File: config.mk
export PLATFORM = sky130hd
export DESIGN_NAME = tdm_slot_router
export DESIGN_NICKNAME = d
export VERILOG_FILES = /design/src/rtl/tsr_pkg.sv /design/src/rtl/tsr_route_table.sv /design/src/rtl/tsr_walker.sv /design/src/rtl/tdm_slot_router.sv
export SDC_FILE = /design/constraint.sdc
export NUM_CORES = 2
export LEC_CHECK = 0
export ABC_AREA = 0
export BUFFER_PORTS_ARGS = -buffer_cell sky130_fd_sc_hd__buf_2
export CELL_PAD_IN_SITES_DETAIL_PLACEMENT = 1
export CELL_PAD_IN_SITES_GLOBAL_PLACEMENT = 1
export CORE_ASPECT_RATIO = 1.75
export CORE_MARGIN = 3
export CORE_UTILIZATION = 35
export DETAILED_ROUTE_END_ITERATION = 6
export PLACE_DENSITY = 0.62
export REMOVE_ABC_BUFFERS = 1
export SKIP_LAST_GASP = 1
export SYNTH_ARGS = -nofsm -noshare
export SYNTH_HDL_FRONTEND = slang
export SYNTH_HIERARCHICAL = 1
export SYNTH_SLANG_ARGS = --single-unit
File: constraint.sdc
create_clock -name clk -period 4.7 [get_ports clk]
set_input_delay 0.235 -clock clk [delete_from_list [all_inputs] [get_ports clk]]
set_output_delay 0.235 -clock clk [all_outputs]
set_load 0.01 [all_outputs]
File: src/rtl/tsr_pkg.sv
package tsr_pkg;
   typedef enum logic {
      WR_ENTRY  = 1'b0,
      WR_LENGTH = 1'b1
   } wr_kind_e;

   localparam int DIR_TX = 0;
   localparam int DIR_RX = 1;
   localparam int N_DIR  = 2;
endpackage

File: src/rtl/tsr_route_table.sv
module tsr_route_table #(
   parameter int MAX_ENTRIES = 64,
   parameter int MAX_RUN     = 64,
   parameter int N_CHAN      = 5,
   parameter int FLAG_W      = 4,
   localparam int IDX_W  = $clog2(MAX_ENTRIES),
   localparam int RUN_W  = $clog2(MAX_RUN + 1),
   localparam int LEN_W  = $clog2(MAX_ENTRIES + 1),
   localparam int DEST_W = $clog2(N_CHAN + 1)
) (
   input  logic              clk,
   input  logic              rst_n,
   input  logic              enable_i,
   input  logic              wr_en_i,
   input  logic              wr_kind_i,
   input  logic [IDX_W-1:0]  wr_addr_i,
   input  logic [RUN_W-1:0]  wr_count_i,
   input  logic [DEST_W-1:0] wr_dest_i,
   input  logic [FLAG_W-1:0] wr_flags_i,
   input  logic [LEN_W-1:0]  wr_len_i,
   input  logic [IDX_W-1:0]  rd_idx_i,
   output logic [RUN_W-1:0]  rd_count_o,
   output logic [DEST_W-1:0] rd_dest_o,
   output logic [IDX_W-1:0]  last_idx_o
);
   import tsr_pkg::*;

   logic [RUN_W-1:0]  count_q [MAX_ENTRIES];
   logic [DEST_W-1:0] dest_q  [MAX_ENTRIES];
   logic [LEN_W-1:0]  len_q;
   logic [LEN_W-1:0]  len_m1;

   logic entry_ok, len_ok;

   always_comb begin
      entry_ok = wr_en_i && !enable_i && (wr_kind_i == WR_ENTRY)
              && (wr_flags_i == '0)
              && (wr_count_i != '0)
              && (wr_count_i <= RUN_W'(MAX_RUN))
              && (wr_dest_i <= DEST_W'(N_CHAN))
              && ({1'b0, wr_addr_i} < (IDX_W+1)'(MAX_ENTRIES));
      len_ok   = wr_en_i && !enable_i && (wr_kind_i == WR_LENGTH)
              && (wr_len_i != '0)
              && (wr_len_i <= LEN_W'(MAX_ENTRIES));
   end

   always_ff @(posedge clk or negedge rst_n) begin
      if (!rst_n) begin
         for (int i = 0; i < MAX_ENTRIES; i++) begin
            count_q[i] <= RUN_W'(1);
            dest_q[i]  <= '0;
         end
         len_q <= LEN_W'(1);
      end else begin
         if (entry_ok) begin
            count_q[wr_addr_i] <= wr_count_i;
            dest_q[wr_addr_i]  <= wr_dest_i;
         end
         if (len_ok) len_q <= wr_len_i;
      end
   end

   assign len_m1     = len_q - LEN_W'(1);
   assign last_idx_o = len_m1[IDX_W-1:0];
   assign rd_count_o = count_q[rd_idx_i];
   assign rd_dest_o  = dest_q[rd_idx_i];

   AST_LEN_LOCKED: assert property (@(posedge clk) disable iff (!rst_n)
      enable_i |=> $stable(len_q));
   AST_ENTRY0_LOCKED: assert property (@(posedge clk) disable iff (!rst_n)
      enable_i |=> ($stable(count_q[0]) && $stable(dest_q[0])));
   AST_LEN_LEGAL: assert property (@(posedge clk) disable iff (!rst_n)
      (len_q != '0) && (len_q <= LEN_W'(MAX_ENTRIES)));
endmodule

File: src/rtl/tsr_walker.sv
module tsr_walker #(
   parameter int MAX_ENTRIES = 64,
   parameter int MAX_RUN     = 64,
   parameter int N_CHAN      = 5,
   localparam int IDX_W  = $clog2(MAX_ENTRIES),
   localparam int RUN_W  = $clog2(MAX_RUN + 1),
   localparam int DEST_W = $clog2(N_CHAN + 1)
) (
   input  logic              clk,
   input  logic              rst_n,
   input  logic              enable_i,
   input  logic              slot_stb_i,
   input  logic              frame_stb_i,
   input  logic [RUN_W-1:0]  ent_count_i,
   input  logic [DEST_W-1:0] ent_dest_i,
   input  logic [IDX_W-1:0]  last_idx_i,
   output logic [IDX_W-1:0]  rd_idx_o,
   output logic [DEST_W-1:0] dest_o,
   output logic [N_CHAN-1:0] valid_o
);
   logic [IDX_W-1:0]  ptr_q;
   logic [RUN_W-1:0]  used_q;
   logic              done_q;

   logic              restart;
   logic [RUN_W-1:0]  used_eff;
   logic              live;
   logic [DEST_W-1:0] slot_dest;
   logic [N_CHAN-1:0] valid_d;

   assign restart  = slot_stb_i && frame_stb_i;
   assign rd_idx_o = restart ? '0 : ptr_q;
   assign used_eff = restart ? '0 : used_q;
   assign live     = restart || !done_q;
   assign slot_dest = live ? ent_dest_i : '0;

   always_comb begin
      for (int c = 0; c < N_CHAN; c++)
         valid_d[c] = enable_i && slot_stb_i && (slot_dest == DEST_W'(c + 1));
   end

   always_ff @(posedge clk or negedge rst_n) begin
      if (!rst_n) begin
         ptr_q   <= '0;
         used_q  <= '0;
         done_q  <= 1'b1;
         dest_o  <= '0;
         valid_o <= '0;
      end else if (!enable_i) begin
         ptr_q   <= '0;
         used_q  <= '0;
         done_q  <= 1'b1;
         dest_o  <= '0;
         valid_o <= '0;
      end else begin
         valid_o <= valid_d;
         if (slot_stb_i) begin
            dest_o <= slot_dest;
            if (live) begin
               if (used_eff + RUN_W'(1) == ent_count_i) begin
                  used_q <= '0;
                  if (rd_idx_o == last_idx_i) begin
                     done_q <= 1'b1;
                     ptr_q  <= '0;
                  end else begin
                     done_q <= 1'b0;
                     ptr_q  <= rd_idx_o + IDX_W'(1);
                  end
               end else begin
                  done_q <= 1'b0;
                  ptr_q  <= rd_idx_o;
                  used_q <= used_eff + RUN_W'(1);
               end
            end
         end
      end
   end

   AST_IDLE_WHEN_OFF: assert property (@(posedge clk) disable iff (!rst_n)
      !enable_i |=> (dest_o == '0 && valid_o == '0));
   AST_DEST_LEGAL: assert property (@(posedge clk) disable iff (!rst_n)
      dest_o <= DEST_W'(N_CHAN));
   AST_FRAME_REWIND: assert property (@(posedge clk) disable iff (!rst_n)
      (enable_i && restart) |=> (done_q || ptr_q <= IDX_W'(1)));
   AST_VALID_MATCHES_DEST: assert property (@(posedge clk) disable iff (!rst_n)
      (valid_o != '0) |-> (dest_o != '0 && valid_o == (N_CHAN'(1) << (dest_o - DEST_W'(1)))));
   AST_PTR_IN_LIST: assert property (@(posedge clk) disable iff (!rst_n)
      !done_q |-> (ptr_q <= last_idx_i));
   AST_VALID_ONEHOT: assert property (@(posedge clk) disable iff (!rst_n)
      $onehot0(valid_o));
   AST_VALID_AFTER_STB: assert property (@(posedge clk) disable iff (!rst_n)
      (valid_o != '0) |-> $past(slot_stb_i && enable_i));
endmodule

File: src/rtl/tdm_slot_router.sv
module tdm_slot_router #(
   parameter int MAX_ENTRIES = 64,
   parameter int MAX_RUN     = 64,
   parameter int N_CHAN      = 5,
   parameter int FLAG_W      = 4,
   localparam int IDX_W  = $clog2(MAX_ENTRIES),
   localparam int RUN_W  = $clog2(MAX_RUN + 1),
   localparam int LEN_W  = $clog2(MAX_ENTRIES + 1),
   localparam int DEST_W = $clog2(N_CHAN + 1)
) (
   input  logic              clk,
   input  logic              rst_n,
   input  logic              enable,
   input  logic              tx_slot_stb,
   input  logic              tx_frame_stb,
   input  logic              rx_slot_stb,
   input  logic              rx_frame_stb,
   input  logic              wr_en,
   input  logic              wr_dir,
   input  logic              wr_kind,
   input  logic [IDX_W-1:0]  wr_addr,
   input  logic [RUN_W-1:0]  wr_count,
   input  logic [DEST_W-1:0] wr_dest,
   input  logic [FLAG_W-1:0] wr_flags,
   input  logic [LEN_W-1:0]  wr_len,
   output logic [DEST_W-1:0] tx_dest,
   output logic [N_CHAN-1:0] tx_valid,
   output logic [DEST_W-1:0] rx_dest,
   output logic [N_CHAN-1:0] rx_valid
);
   import tsr_pkg::*;

   if (MAX_ENTRIES < 2) begin : g_bad_entries
      $error("MAX_ENTRIES must be at least 2");
   end
   if (MAX_RUN < 1) begin : g_bad_run
      $error("MAX_RUN must be at least 1");
   end
   if (N_CHAN < 1) begin : g_bad_chan
      $error("N_CHAN must be at least 1");
   end
   if (FLAG_W < 1) begin : g_bad_flags
      $error("FLAG_W must be at least 1");
   end

   logic              slot_stb  [N_DIR];
   logic              frame_stb [N_DIR];
   logic [DEST_W-1:0] dest_w    [N_DIR];
   logic [N_CHAN-1:0] valid_w   [N_DIR];

   assign slot_stb[DIR_TX]  = tx_slot_stb;
   assign slot_stb[DIR_RX]  = rx_slot_stb;
   assign frame_stb[DIR_TX] = tx_frame_stb;
   assign frame_stb[DIR_RX] = rx_frame_stb;

   for (genvar d = 0; d < N_DIR; d++) begin : g_dir
      logic [IDX_W-1:0]  rd_idx;
      logic [RUN_W-1:0]  ent_count;
      logic [DEST_W-1:0] ent_dest;
      logic [IDX_W-1:0]  last_idx;
      logic              dir_wr;

      assign dir_wr = wr_en && (wr_dir == 1'(d));

      tsr_route_table #(
         .MAX_ENTRIES (MAX_ENTRIES),
         .MAX_RUN     (MAX_RUN),
         .N_CHAN      (N_CHAN),
         .FLAG_W      (FLAG_W)
      ) u_table (
         .clk        (clk),
         .rst_n      (rst_n),
         .enable_i   (enable),
         .wr_en_i    (dir_wr),
         .wr_kind_i  (wr_kind),
         .wr_addr_i  (wr_addr),
         .wr_count_i (wr_count),
         .wr_dest_i  (wr_dest),
         .wr_flags_i (wr_flags),
         .wr_len_i   (wr_len),
         .rd_idx_i   (rd_idx),
         .rd_count_o (ent_count),
         .rd_dest_o  (ent_dest),
         .last_idx_o (last_idx)
      );

      tsr_walker #(
         .MAX_ENTRIES (MAX_ENTRIES),
         .MAX_RUN     (MAX_RUN),
         .N_CHAN      (N_CHAN)
      ) u_walk (
         .clk         (clk),
         .rst_n       (rst_n),
         .enable_i    (enable),
         .slot_stb_i  (slot_stb[d]),
         .frame_stb_i (frame_stb[d]),
         .ent_count_i (ent_count),
         .ent_dest_i  (ent_dest),
         .last_idx_i  (last_idx),
         .rd_idx_o    (rd_idx),
         .dest_o      (dest_w[d]),
         .valid_o     (valid_w[d])
      );
   end

   assign tx_dest  = dest_w[DIR_TX];
   assign tx_valid = valid_w[DIR_TX];
   assign rx_dest  = dest_w[DIR_RX];
   assign rx_valid = valid_w[DIR_RX];

   AST_DIR_SPLIT: assert property (@(posedge clk) disable iff (!rst_n)
      (!tx_slot_stb && enable) |=> (tx_valid == '0));
endmodule

==> out/results.ini <==
[status]
status=completed

[worst_setup_path]
rr_startpoint=g_dir[1].u_walk/ptr_q[1]$_DFFE_PN0P_
critical_path.cell_chain=and2_4 > buf_4 > mux4_2 > mux4_2 > o21ai_0 > buf_4 > o41ai_1 > buf_4 > xnor2_1 > and3_1 > o211ai_1 > or4_4 > o21ai_4 > buf_4 > o31ai_1 > a21o_1
worst-r2r-setup-slack_ns=0.16
setup.worst_path.start=g_dir[1].u_walk/ptr_q[1]$_DFFE_PN0P_
setup.worst_path.start_class=flop
crit_slowest_cell=sky130_fd_sc_hd__or4_4
critical_path.endpoint_type=flop
critical_path.reg2reg.endpoint=g_dir[1].u_walk/used_q[2]$_DFFE_PN0P_
critPathArrivalTime_ns=5.18
critical_path.max_stage_delay_ns=0.58
worstSetupPathType=reg -> reg
critical_path.max_fanout=8
timing.critical_path.required_ns=5.35
worst_r2r_path_depth=16
critical_path.most_common_cell=sky130_fd_sc_hd__buf_4

[routing]
detail_route.wl_per_cell_um=27.6
routed_wirelength_um=186000
via_count=36712
drt_first_pass_iters=5
initialDrtViolationCount=1917
detail_route.vias_per_cell=5.45
antenna_left=0
drcViolationCount=0

[placed_design]
dp.cells=6456
dpl.hpwl_um=128000
port-buffer-count=52
placed_cell_area_sq_um=66500
globalplace.congestion=0.855
post-place-ws_ns=-0.116

[worst_hold_path]
worstHoldPathType=in -> reg
min_to=g_dir[1].u_walk/used_q[0]$_DFFE_PN0P_
holdPathStages=4
min_from=rx_frame_stb

[synth]
synth_area_leaders=sky130_fd_sc_hd__dfrtp_1 48%, sky130_fd_sc_hd__mux2_2 24%, sky130_fd_sc_hd__mux4_2 12%
yosysTopAreaCell=sky130_fd_sc_hd__dfrtp_1
ys_async_sr_fraction_pct=100
synth_top_flop_cell=sky130_fd_sc_hd__dfrtp_1
post-synth-top-area-fraction_pct=48.1
synth-seq-cells=1336
share_of_synthesized_area_occupied_by_flip_flops_and_latches_pct=53.7
netlist_instances=4150
synth-edff-count=0
netlist_top_cells_count=1315 x sky130_fd_sc_hd__mux2_2, 1204 x sky130_fd_sc_hd__dfrtp_1, 321 x sky130_fd_sc_hd__mux4_2, 210 x sky130_fd_sc_hd__clkbuf_1, 132 x sky130_fd_sc_hd__dfstp_2
synth.most_common_cell=sky130_fd_sc_hd__mux2_2
synth_area_per_cell_sq_um=15.1
synthesis.area_sq_um=62600
yosysWarningCount=6
ys_types=79

[finish]
flow.area_growth_from_synthesis_pct=13.9
final_nets=4293
instances_no_fill=6731
final.fill_count=17739
postLayoutCoreUtil_pct=40.3
final_layout_size_suffix_gt1_share_pct=54.7
multiInputGateArea_sq_um=27700
ff_latch_area_sq_um=33600
finish.instance_area_sq_um=71300

[clock_network]
worst_setup_hold_path_clk_slew_ns=0.06
cts_htree_levels=4
clock_sink_count=1336
tritoncts=done
worst_skew_pair.late_latency_ns=0.76
cts.root.buffer_cell=sky130_fd_sc_hd__clkbuf_16
clock_buffers_created_by_tritoncts=146
max-clock-path-buffers=4

[sta]
slew-limit-headroom_pct=26.1
fin_setup_tns_ns=0
achievable-frequency_mhz=220
final.hold.worst_slack_ns=0.0954
final.min_clock_period_ns=4.54
hold_violation_count_in_the_final_report=0
clock_skew_after_layout_ns=0.0351
final_critical_path_setup_slack_ns=0.161
timing_worst_slew_pin_value_ns=1.10
setup_viol_count_final=0
post-route-period-util_pct=96.6
slew_violations=0
grt_setup_unrepaired=no

[die]
die_area_sq_um=184000
io_pins=53
fp.dieW_um=326
die_height_um=565
rows=204
floorplan.initialDensity_pct=35.3
core_region_area_sq_um=177000

[grt]
met3_usage_pct=2.10
first_global_vias=41679
use_met1_pct=22.0
gr-max-usage-layer=met2
globalRoute.totalOverflow=0
antenna_found_initial=9
met2_usage_pct=39.2
global_route_wire_length_before_repair_um=280000
maximum_number_of_pins_on_one_net_before_global_route_repair=142
grtUsageTotal_pct=20.2

[power_and_ir_drop]
vdd_ir_drop_max_uv=273
post-layout-total-power_mw=24.0
power_frac_comb_pct=4.2
power.share.sequential_pct=48.3
cellPowerDensity_nw_per_um2=336
switching_power_mw=5.49
p_clk_share_pct=47.5
p_leak_nw=32.8
cell_internal_pwr_mw=18.5
fraction_of_power_spent_switching_nets_pct=22.9

[job]
cap_violations=0

layout by cell type (no fill, tap or decap), types with 38 or more instances in the layout:
master / Yosys / layout
sky130_fd_sc_hd__mux2_2: 1315 / 1315
sky130_fd_sc_hd__dfrtp_1: 1204 / 1204
sky130_fd_sc_hd__mux4_2: 321 / 321
sky130_fd_sc_hd__buf_4: 2 / 164
sky130_fd_sc_hd__clkbuf_16: 0 / 149
sky130_fd_sc_hd__dfstp_2: 132 / 132
sky130_fd_sc_hd__nand2_1: 127 / 127
sky130_fd_sc_hd__nor2_2: 65 / 65
sky130_fd_sc_hd__mux2i_1: 50 / 50
sky130_fd_sc_hd__nor2_1: 47 / 47
sky130_fd_sc_hd__nand2_2: 47 / 47
sky130_fd_sc_hd__buf_2: 48 / 41
sky130_fd_sc_hd__nand3_1: 40 / 40
sky130_fd_sc_hd__clkbuf_8: 0 / 38
critical path: cells and delay by family (launching register included):
| family | cells | cell delay, ns |
|---|---|---|
| AOI/OAI and AO/OA | 6 | 0.96 |
| buffers and inverters | 4 | 0.76 |
| DFF | 1 | 0.57 |
| xor gates and xnor gates | 1 | 0.17 |
| and+or+nand+nor | 3 | 1.12 |
| muxes | 2 | 0.83 |
metal layers:
metal  vias up  routed length, um
met5         -                 12
met2       549             104000
met1     20152              68300
met3       313               4580
met4         2               8610
li1      15696                  -
sequential cells by signal (all words and copies together), names as in the netlist:
name / count
g_dir.u_walk/ptr_q: 12
g_dir.u_table/count_q: 896
g_dir.u_walk/done_q: 2
g_dir.u_table/len_q: 12
g_dir.u_walk/valid_o: 10
g_dir.u_walk/used_q: 14
g_dir.u_table/dest_q: 384
g_dir.u_walk/dest_o: 6
cells by family after synthesis:
logic type,after synthesis,synth area share (%)
DFF,1336,53.7
xor gates and xnor gates,26,0.364
adders and majority gates,6,0.120
and+or+nand+nor,501,4.41
muxes,1686,36.0
AOI/OAI and AO/OA,273,3.40
buffers and inverters,322,2.04
power groups by stage:
stage	registers [mW]	clock network, mW	logic, mW
6_report	11.6	11.4	1.02
5_1_grt	11.6	12.2	1.13
4_1_cts	11.6	11.7	1.05
3_5_place_dp	11.8	0	1.04
3_3_place_gp	11.8	0	1.03
2_1_floorplan	11.8	0	0.332
worst max-delay path by stage:
stage                                                       end  cells past startpoint
after floorplan           g_dir[0].u_walk/used_q[5]$_DFFE_PN0P_                     14
after global placement    g_dir[1].u_walk/used_q[2]$_DFFE_PN0P_                     19
after detailed placement  g_dir[1].u_walk/used_q[2]$_DFFE_PN0P_                     19
after CTS                 g_dir[1].u_walk/used_q[2]$_DFFE_PN0P_                     17
after global routing      g_dir[1].u_walk/used_q[2]$_DFFE_PN0P_                     16
final                     g_dir[1].u_walk/used_q[2]$_DFFE_PN0P_                     16
layout make-up:
type,count,area share (%)
inverter,25,0.165
sequential,1336,47.1
timing repair buffer,249,3.09
clock buffer,223,6.15
antenna,6,0.0211
multi-input combinational,2492,38.9
clock inverter,31,0.428
tap,2369,4.16
repair_timing:
| item | CTS | global route |
|---|---|---|
| endpoints found under the setup margin | 0 | 4 |
| buffers inserted | 0 | 3 |
| resized for setup | 0 | 3 |
| hold endpoints to repair | 124 | 0 |
| hold buffers | 12 | 0 |
Power figures use the tool's default switching activity.
